### src/rtl/irq_level_arbiter.sv
module irq_level_arbiter #(
  parameter int N_SRC = 8,
  parameter int LVL_W = 3,
  localparam int IDX_W = $clog2(N_SRC),
  localparam int AW = $clog2(2 * N_SRC)
) (
  input  logic             clk,
  input  logic             rst_n,
  input  logic [N_SRC-1:0] hw_evt,
  input  logic             reg_we,
  input  logic [AW-1:0]    reg_addr,
  input  logic [N_SRC-1:0] reg_wdata,
  output logic [N_SRC-1:0] reg_rdata,
  input  logic             take,
  output logic             irq_valid,
  output logic [IDX_W-1:0] irq_idx,
  output logic [LVL_W-1:0] irq_lvl,
  output logic             irq_ack
);
  localparam logic [LVL_W-1:0] LVL_MAX = '1;

  logic [N_SRC-1:0] pend;
  logic [LVL_W-1:0] lvl [N_SRC];
  logic             ien;
  logic [LVL_W-1:0] thr;
  logic [N_SRC-1:0] elig, sw_clr, take_clr;

  wire wr_en   = reg_we && reg_addr == AW'(0);
  wire wr_thr  = reg_we && reg_addr == AW'(1);
  wire wr_pend = reg_we && reg_addr == AW'(2);

  assign sw_clr = wr_pend ? ~reg_wdata : '0;

  always_ff @(posedge clk) begin
    if (!rst_n) begin
      ien <= 1'b0;
      thr <= '0;
    end else begin
      if (wr_en)  ien <= reg_wdata[0];
      if (wr_thr) thr <= reg_wdata[LVL_W-1:0];
    end
  end

  genvar g;
  generate
    for (g = 0; g < N_SRC; g++) begin : g_src
      wire wr_lvl = reg_we && reg_addr == AW'(N_SRC + g);
      always_ff @(posedge clk) begin
        if (!rst_n)      lvl[g] <= '0;
        else if (wr_lvl) lvl[g] <= reg_wdata[LVL_W-1:0];
      end
      assign elig[g] = ien && pend[g] && (lvl[g] > thr);
    end
  endgenerate

  always_comb begin
    irq_valid = 1'b0;
    irq_idx   = '0;
    irq_lvl   = '0;
    for (int i = N_SRC - 1; i >= 0; i--) begin
      if (elig[i] && lvl[i] >= irq_lvl) begin
        irq_valid = 1'b1;
        irq_idx   = IDX_W'(i);
        irq_lvl   = lvl[i];
      end
    end
  end

  assign irq_ack  = take && irq_valid;
  assign take_clr = irq_ack ? (N_SRC'(1) << irq_idx) : '0;

  always_ff @(posedge clk) begin
    if (!rst_n) pend <= '0;
    else        pend <= (pend & ~sw_clr & ~take_clr) | hw_evt;
  end

  always_comb begin
    reg_rdata = '0;
    if (reg_addr == AW'(0))      reg_rdata[0] = ien;
    else if (reg_addr == AW'(1)) reg_rdata[LVL_W-1:0] = thr;
    else if (reg_addr == AW'(2)) reg_rdata = pend;
    else if (reg_addr >= AW'(N_SRC))
      reg_rdata[LVL_W-1:0] = lvl[IDX_W'(reg_addr - AW'(N_SRC))];
  end

  AST_EN_GATE:   assert property (@(posedge clk) disable iff (!rst_n) !ien |-> !irq_valid);
  AST_THR_MAX:   assert property (@(posedge clk) disable iff (!rst_n) thr == LVL_MAX |-> !irq_valid);
  AST_ABOVE_THR: assert property (@(posedge clk) disable iff (!rst_n) irq_valid |-> (irq_lvl > thr && pend[irq_idx]));
  AST_TAKE_CLR:  assert property (@(posedge clk) disable iff (!rst_n)
                   (irq_ack && !hw_evt[irq_idx]) |=> !pend[$past(irq_idx)]);
  AST_HW_SET:    assert property (@(posedge clk) disable iff (!rst_n)
                   (hw_evt != '0) |=> ((pend & $past(hw_evt)) == $past(hw_evt)));
  AST_NO_SW_SET: assert property (@(posedge clk) disable iff (!rst_n)
                   (hw_evt == '0) |=> ((pend & ~$past(pend)) == '0));
  AST_LVL0_OFF:  assert property (@(posedge clk) disable iff (!rst_n) irq_valid |-> irq_lvl != '0);
endmodule

### config.mk
export PLATFORM = sky130hd
export DESIGN_NAME = irq_level_arbiter
export DESIGN_NICKNAME = d
export VERILOG_FILES = /design/src/rtl/irq_level_arbiter.sv
export SDC_FILE = /design/constraint.sdc
export NUM_CORES = 1
export LEC_CHECK = 0
export CORE_ASPECT_RATIO = 1.5
export CORE_MARGIN = 5
export CORE_UTILIZATION = 57
export CTS_CLUSTER_DIAMETER = 40
export DETAILED_ROUTE_END_ITERATION = 10
export PLACE_DENSITY = 0.87
export REMOVE_ABC_BUFFERS = 1
export SLEW_MARGIN = 20
export SYNTH_ARGS = -nofsm -noshare
export SYNTH_HDL_FRONTEND = slang
export SYNTH_SLANG_ARGS = --single-unit
### constraint.sdc
create_clock -name clk -period 12.7 [get_ports clk]
set_input_delay 1.27 -clock clk [delete_from_list [all_inputs] [get_ports clk]]
set_output_delay 1.27 -clock clk [all_outputs]
set_load 0.05 [all_outputs]
After elaboration in Yosys (flattened, before gate mapping)
Memories as Yosys holds them, arrays and structs flattened.
Index checks and enable logic that the tools add are counted.

storage, ports and cells
  register bits after elaboration = 12
  latch bits = 0
  bits in writable memories = 24
  memory bits (read-only) = 0
  input port bits = 24
  word-level logic and storage cells = 150
  memories = 1

memory list
  memory  depth  bits a word  rd ports  clocked after Yosys merged registers in  write ports  line  RTL
  lvl     8      3            9         0                                        8            23    logic [LVL_W-1:0] lvl [N_SRC];

operators by class
  $add $sub $neg = 1
  $mul = 0
  divide/modulo/power cells = 0
  order comparisons = 17
  equal/unequal tests = 10
  shift operators = 1
  multiplexer cells = 66
  bitwise operators = 14
  reductions and logical operators = 37

operators with widths
  kind                                                  count
  two-way mux 3 bit                                     27
  logical AND 1 bit                                     36
  two-way mux 1 bit                                     34
  == test 4 bit (second input constant)                 8
  greater-than comparator 3 bit                         8
  NOT 8 bit                                             3
  >= comparator 3 bit                                   7
  AND 8 bit                                             2
  two-way mux 8 bit                                     2
  two-way mux 5 bit                                     2
  bitwise OR 1 bit                                      8
  bitwise OR 8 bit                                      1
  << shifter 1 x 3 -> 8 bit (first input constant)      1
  two-way mux 7 bit                                     1
  == test 4 x 1 -> 1 bit (second input constant)        1
  == test 4 x 2 -> 1 bit (second input constant)        1
  >= comparator 4 bit (second input constant)           1
  zero test 4 bit                                       1
  >= comparator 3 x 1 -> 1 bit (second input constant)  1
  subtractor 3 x 1 -> 3 bit (second input constant)     1

Logic depth before layout (Yosys ltp)
Gate-level depths: netlist (run 1).

  depth in word-level cells = 30
  gate-level depth with buffers = 56

Least setup slack after synthesis (run 1)
OpenSTA, ideal clock, no wires.

  path kind = reg-to-output
  from = register thr[1]
  to = output irq_idx[1]
  arrival = 11.303 ns
  setup slack = 0.127 ns
  cell stages (with the launch flop) = 53
  path through = dfxtp_1 inv_1 ha_1 and3_1 nor3_2 nand2_1 ha_1 nand2_1 o21ai_1 o2111ai_1 o21ai_0 ha_1 nand2b_1 nand2_1 nand4_2 a21o_1 nand2_1 mux2_2 (+17 left out) or3_1 buf_6 a21o_1 ha_1 nand2b_1 a21oi_1 nor2b_1 o221ai_1 inv_1 a2bb2oi_1 ha_1 nand2b_1 a21oi_1 nor2b_1 o221ai_1 inv_1 nor2_1 a21boi_0

between the ends
  longest elaborated chain between the ends = 25
  elaborated cells between the ends (all ways) = 46

RTL lines
  what                           line  RTL
  from (decl)                    25    logic [LVL_W-1:0] thr;
  from (signal assigned)         40    if (wr_thr) thr <= reg_wdata[LVL_W-1:0];
  greater-than comparator 3 bit  52    assign elig[g] = ien && pend[g] && (lvl[g] > thr);
  logical AND 1 bit              52
  logical AND 1 bit              61    if (elig[i] && lvl[i] >= irq_lvl) begin
  two-way mux 3 bit              61
  >= comparator 3 bit            61
  logical AND 1 bit              61
  two-way mux 3 bit              61
  >= comparator 3 bit            61
  (+9 left out)                  n/a
  logical AND 1 bit              61
  two-way mux 3 bit              61
  >= comparator 3 bit            61
  logical AND 1 bit              61
  two-way mux 3 bit              61
  >= comparator 3 bit            61
  logical AND 1 bit              61
  two-way mux 3 bit (*)          61
  to (decl)                      16    output logic [IDX_W-1:0] irq_idx,

Mark *: on every way between the ends. The rest lies on a longest branch, timed or not.

Worst setup path after layout (run 1)
  from = register thr[2]
  to = output irq_idx[0]

Same word-level chain as after synthesis.

==> impl_summary.md, run 1 <==
Logic synthesis
The share of flip-flops with an asynchronous set or reset after synthesis is 0%. After synthesis the cells add up to 3430 um^2. Synthesis inferred 36 register bits.

The synthesized netlist devotes between 20% and 30% of its cell area to simple gates. The commonest cells after synthesis are sky130_fd_sc_hd__ha_1 (41), sky130_fd_sc_hd__and2_1 (33), sky130_fd_sc_hd__o21ai_0 (27). Of the total synthesized cell area, the portion taken by full adders, half adders and majority gates is 14.9%. Counting distinct cell types in the post-synthesis netlist gives 57. The complex-gate fraction of the synthesized area is 20.2%.

After synthesis, the largest family of logic cells by area is simple AND/OR/NAND/NOR gates. The area fraction of the dominant cell type after synthesis is 21.0%. Of the synthesized area, sequential elements account for between 20% and 30%. In the post-synthesis netlist, the biggest area contributors are sky130_fd_sc_hd__edfxtp_1 (21%), sky130_fd_sc_hd__ha_1 (15%), sky130_fd_sc_hd__dfxtp_1 (7.0%), sky130_fd_sc_hd__and2_1 (6.0%), sky130_fd_sc_hd__o21ai_0 (3.9%).

The cell count after synthesis is 380. Yosys mapped a number of flops with a built-in enable equal to 24. The leading cell type by number of instances after synthesis is sky130_fd_sc_hd__ha_1. The most used flip-flop cell after synthesis is sky130_fd_sc_hd__edfxtp_1. The xor-xnor portion of the synthesized cell area is 0%. The mean post-synth cell area is between 9 and 10 um^2. The largest total area in the synthesized netlist belongs to sky130_fd_sc_hd__edfxtp_1.

The number of warning messages in the yosys log is 0. Measured against the total synthesized area, the mux share comes to 8.02%.

Pwr
In this run the static leakage power is between 0.0015 and 0.002 uW. Total power for the finished layout comes to 288 uW. The worst IR drop on VDD is 0.0555 mV. The power per unit of standard cell area is between 60 and 70 nW/um^2.

Route
In the routed design, unresolved DRC markers number 0. The routed via count divided by cell count is 6.36. The number of search-and-repair iterations in the first detailed-routing pass is 5.

The detailed-route wire length per cell is 18.8 um. The final layout contains routed wiring with a total length of 9430 um. The count of nets left with antenna violations once routing finished came out at 0. The violation count after the first detailed-route iteration is 240. The routed layout has 3191 vias.

Setup path
The kind of cell with the highest combined delay along the critical path is simple AND/OR/NAND/NOR gates. STA classifies the critical path startpoint as a flop. The number of buffers and inverters on the critical path is 8. STA classifies the critical path endpoint as a primary output. The type of the worst setup path is flop to primary output. Among the stages of the critical path, the cell type that occurs most often is sky130_fd_sc_hd__ha_1.

For the worst setup path, the data arrival time is 10.85 ns. STA puts the critical path data required time at 11.43 ns. The highest cell delay on the worst timing path is about 0.46 ns.

The largest fanout on the critical path is 6. The cell with the largest stage delay on the worst path is sky130_fd_sc_hd__nor4_1.

CTS
The maximum number of buffers from clock root to sink is 2. The cell at the root of the clock tree is sky130_fd_sc_hd__clkbuf_8. In this run, CTS created clock tree buffers numbering 5.

TritonCTS built the clock tree. The number of sinks handled by clock tree synthesis is 36. The level count of the clock H-tree is 2. For the worst-skew pair, the clock arrives at the later sink with an insertion delay of 0.29 ns.

The clock slew seen by the registers of the worst setup and hold paths is 0.08 ns.

Timing
Static timing analysis puts the maximum clock frequency at 82.5 MHz. The final clock skew is 0.00683 ns. The slew at the pin closest to its max-slew limit is 0.864 ns. The final number of hold-violating endpoints came to 0. Dividing the final minimum period by the clock period gives 95.4%. After layout, the worst setup slack is 0.580 ns. Across all hold checks on the routed design, the worst slack comes to 0.526 ns. The final-report max-slew violation count is 0. After layout, the minimum clock period comes to 12.12 ns. The total setup violations reported at the end of the flow is 0. The headroom to the max-slew limit is 42.2%.

Final layout
The fill cell total of the finished layout is between 400 and 500. The number of antenna repair diodes is 0. The area growth from synthesis to layout is 20.2%. For this run, the share of the core covered by cells in the final layout is between 70% and 80%. The number of nets in the finished design is 494. In the final layout, the share of cells above drive strength 1 is approximately 14%.

Global route
Entering global routing, the biggest net connects 24 pins. The global-route wire length before repair is 14900 um. For this run, the total global-route usage over all layers was measured as 24.8%. The initial antenna violation count came to 0. The total grt overflow is 0. The number of global-route vias before repair is ~3200.

Floorplan
In this run the standard cell core region covers 5830 um^2. For this design the top-level I/O count stands at 40. The die covers 7700 um^2. The number of standard-cell rows in the floorplan is 34.

The horizontal die dimension is 73.4 um. From bottom edge to top edge, the die measures 105 um. The starting density of the core is 58.9%.

Place
During placement, the flow inserted port buffers numbering 39. At the end of routability-driven placement, the weighted congestion stood at 0.984. At the placement stage, the worst setup path has a slack of 0.421 ns. The HPWL reported at the end of detailed placement is 7310 um.

Outcome
The run finished with clean final reports.

Hold path
In this run the worst hold path is classified as flop to flop.

Job
The tool flagged a number of max-cap violations equal to 0.
layout by cell type, fill, tap and decap left out, drive strengths merged, types with 3 or more instances in the layout:
cell,synthesis,final
nand3,20,20
or3,3,3
mux2,5,5
mux4,6,6
and3,3,3
o221ai,3,3
ha,41,41
buf,3,24
a21o,3,3
o211ai,5,5
o21a,10,10
nand2b,8,8
dfxtp,12,12
edfxtp,24,24
mux2i,8,8
nor3,8,8
nor2,23,23
inv,21,21
a31oi,7,7
nor2b,19,19
o211a,3,3
and2,33,33
clkdlybuf4s50,0,31
clkbuf,10,6
nand2,26,26
a21oi,17,17
o21ai,29,29
worst min-delay path: stages, from the launching register on:
cell	delay [ns]
sky130_fd_sc_hd__dfxtp_1	0.34
sky130_fd_sc_hd__o211ai_1	0.09
sky130_fd_sc_hd__o21ai_1	0.06
cell families after synthesis:
family,after synthesis
adders and majority gates,41
DFF,36
and+or+nand+nor,155
AOI/OAI and AO/OA,95
buffers and inverters,34
muxes,19
report_power, final:
group          internal [uW]  switching [uW]  leakage [uW]  total [uW]
combinational           28.4            35.4       0.00132        63.7
sequential               132            7.76      0.000329         140
clock                   39.1            45.2     0.0000414        84.3
total                    199            88.3       0.00169         288
cell type report:
class	instances	area (um^2)	share of cell area (%)
multi-input cells	310	2360	57.3
flip-flops and latches	36	961	23.3
repair buffers	55	541	13.1
well taps	72	90.1	2.18
inverters	21	78.8	1.91
clock buffers	6	72.6	1.76
clock inverters	2	16.3	0.394
path summary, 6_finish.rpt:
kind	startpoint	to	slack [ns]	cells past startpoint
max	thr[2]	irq_idx[0]	0.58	51
min reg2reg	pend[5]	pend[5]	0.53	2
min	pend[5]	pend[5]	0.53	2
max reg2reg	thr[2]	pend[4]	1.75	52
per-stage QoR:
stage | instance area (um^2) | TNS [ns] | cells
detailed placement | 3970 | 0 | 490
CTS | 4060 | 0 | 498
global placement | 3970 | 0 | 490
global route | 4120 | -0.358 | 502
floorplan | 3370 | 0 | 367
finish | 4120 | 0 | 502
per-layer routing:
metal / vias up / global-route usage [%] / wire [um]
met5: - / 0 / 0
met4: 0 / 11.1 / 323
met3: 34 / 3.36 / 651
met2: 152 / 43.5 / 4810
met1: 1498 / 29.1 / 3650
li1: 1507 / - / -
state kept, by name (all words and copies together) (netlist names):
register	flops
ien	1
thr	3
pend	8
lvl	24
timing repair:
action	CTS	global route
endpoints found under the setup margin	0	8
hold buffers	0	0
buffers inserted	0	4
resized for setup	0	10
(Power assumes the default switching activity.)
==> run 2, diff against run 1 <==
Settings changed: ABC_AREA set to 0.
==> results of run 2 <==
The final DEF is identical to that of run 1; final timing and power are the same.
==> run 3, diff against run 2 <==
Settings changed: GPL_TIMING_DRIVEN set to 0, HOLD_SLACK_MARGIN set to 0.08, REMOVE_ABC_BUFFERS 1 to unset.
==> impl_summary.md, run 3 (synthesis gave the netlist of run 1 again) <==
Setup path
The critical path depth is 57 (+12%). The endpoint arrival time on the critical path came to 11.05 ns (+0.20 ns). The highest cell delay on the worst timing path was 0.38 ns (-0.08 ns). The number of buffers and inverters on the critical path was 11 (+3). The top cell family by delay on the critical path is compound AO/OA/AOI/OAI gates. The worst path required time is 11.43 ns (about the same). The worst setup path is launched from a flop. The cell occurring most often along the worst timing path is sky130_fd_sc_hd__ha_1.

The largest fanout on the critical path is 7 (+1). For this design, the slowest cell found on the critical path is sky130_fd_sc_hd__dfxtp_4. The critical path endpoint category is a primary output. The count of cells along the worst register-to-register path is 58 (+12%). The critical path is of the flop to primary output type.

Global route
The total grt overflow is 0 (unchanged). The routing usage on met1 came to 31.6% (+2.5 points). The global routing usage on met3 is 3.65% (+0.29 points). The global-route wire length before repair came to 16300 um (+8.9%). The number of global-route vias before repair came to 3328 (+5.0%).

The layer with the highest usage is met2. The initial antenna violation count is 0 (unchanged). The met2 demand-to-capacity share in global routing is 47.1% (+3.6 points). The largest net degree at the start of global routing is 13 (-46%). The all-layer global routing usage is 27.0% (+2.2 points).

Job
The max-capacitance violation count is 0 (unchanged).

Final layout
The library cells used most frequently in the layout, excluding fill and tap cells, are sky130_fd_sc_hd__ha_1 (40), sky130_fd_sc_hd__and2_1 (33), sky130_fd_sc_hd__clkdlybuf4s50_1 (30). The number of antenna repair diodes is 0 (unchanged). The number of nets in the finished design is 509 (+3.0%).

The flip-flop count of the largest register after layout is 24 (unchanged). The area growth from synthesis to layout is 24.2%. The proportion of layout cells with a drive suffix above 1 is 19.6% (+5.4 points). Leaving out fill and tap cells, the most frequent cell in the layout is sky130_fd_sc_hd__ha_1. Counting flops per register, the top entry is lvl. The largest registers in the layout are lvl: 24 flops, pend: 8 flops, thr: 3 flops. The final design utilization is 73.2% (+2.4 points).

Timing
The final clock skew is 0.0105 ns (+0.00364 ns). The maximum operating frequency is 81.2 MHz (-1.6%). The headroom to the max-slew limit is 48.5% (+6.2 points). The slew at the pin closest to its max-slew limit is 0.772 ns (-0.0926 ns).

The total setup violations reported at the end of the flow is 0 (unchanged). The final period demand of the worst path is 12.32 ns (+0.200 ns). The final-report max-slew violation count was 0 (unchanged).

The final period utilization is 97.0% (+1.6 points). The final number of hold-violating endpoints is 0 (unchanged).

Route
The routed via count divided by cell count is 6.56 (+3.2%). The number of search-and-repair iterations in the first detailed-routing pass is 6 (+1). The number of remaining DRC errors is 0 (unchanged). The number of routed nets with antenna violations is 0 (unchanged). The detailed-route wire length per cell is 20.6 um (+9.7%). The violation count after the first detailed-route iteration is 235 (-2.1%). The final wirelength came to 10700 um (+13%). The number of vias in the routed layout was 3390 (+6.2%).

Floorplan
The area of the die is 7700 um^2 (unchanged). The core area was 5830 um^2 (unchanged). The starting density of the core is 58.9% (unchanged). The horizontal die dimension was 73.4 um (unchanged). The top-level port count is 40 (unchanged). The y dimension of the die is 105 um (unchanged). The number of standard-cell rows in the floorplan is 34 (unchanged).

Pwr
The total chip power is 297 uW (+3.4%). The power per unit of standard cell area is 69.7 nW/um^2 (about the same). The standby leakage power is 0.00174 uW (+2.5%). The worst IR drop on VDD is 0.0959 mV (+73%).

CTS
The hold buffer count at CTS is 0 (unchanged). TritonCTS built the clock tree. The maximum number of buffers from clock root to sink is 2 (unchanged). The level count of the clock H-tree is 2 (unchanged). The number of sinks handled by clock tree synthesis is 36 (unchanged).

The clock latency on the worst-skew pair is 0.30 ns (about the same). The clock slew seen by the registers of the worst setup and hold paths came to 0.07 ns (about the same). Clock tree synthesis selected as its root buffer the cell sky130_fd_sc_hd__clkbuf_8.

The clock buffer count from CTS is 5 (unchanged).

Outcome
The run finished with clean final reports.

Logic synthesis
The synthesized netlist net count is approximately 450.

Place
The HPWL reported at the end of detailed placement is 7650 um (+4.7%). The number of buffer cells added on primary ports is 38 (-2.6%). The global placement routability congestion came to 0.992 (+0.90%).

Hold path
The min-delay analysis places its worst path in the category flop to flop. The number of cells traversed by the worst hold path is 2 (unchanged).
## run 3: final timing paths
path               start  endpoint  slack, ns
setup / recovery  thr[2]   irq_ack       0.38
hold / removal    thr[2]    thr[2]       0.57
setup reg to reg  thr[2]   pend[4]       1.40
hold reg to reg   thr[2]    thr[2]       0.57
## run 3: worst register-to-register path, delay by kind of cell (launching register included)
kind	cells	cell delay, ns
AOI/OAI and AO/OA	21	3.72
and+or+nand+nor	16	2.58
adders and majority gates	8	2.26
buffers and inverters	11	1.58
muxes	2	0.73
DFF	1	0.38
## run 3: timing repair
item / 4_1_cts / 5_1_grt
pin swaps: 5 / 8
endpoints found under the hold margin: 0 / 0
buffers inserted: 8 / 11
gates resized for setup: 28 / 55
cloned: 0 / 0
setup endpoints to repair: 8 / 8
## run 3: routing by layer
layer	part of all wire [%]	wire length [um]
met3	7.5	799
met4	5.4	578
met1	36	3780
met5	0	0
met2	52	5490
## run 3: final cells by class
cell class,instances,area (um^2)
buffer,13,65.1
fill,398,1560
clock buffer,6,72.6
inverter,21,85.1
timing repair buffer,57,499
multi-input combinational,310,2470
clock inverter,2,16.3
sequential,36,970
tap,72,90.1
## run 3: metrics by stage
| stage | worst slack [ns] | std cells | hold slack (ns) | setup TNS [ns] | instance area [um^2] |
|---|---|---|---|---|---|
| detailed placement | -1.59 | 490 | 0.559 | -11.20 | 3900 |
| floorplan | 0.127 | 380 | 0.480 | 0 | 3430 |
| finish | 0.381 | 517 | 0.572 | 0 | 4260 |
| CTS | 0.0402 | 506 | 0.596 | 0 | 4100 |
| global route | -0.164 | 517 | 0.591 | -0.758 | 4260 |
| global placement | -1.31 | 490 | 0.548 | -8.96 | 3900 |
## run 3: power by group
group | internal, uW | total, uW | switching [uW]
clock | 39.1 | 87.8 | 48.7
sequential | 131 | 141 | 9.09
combinational | 30.3 | 68.9 | 38.6
total | 201 | 297 | 96.4
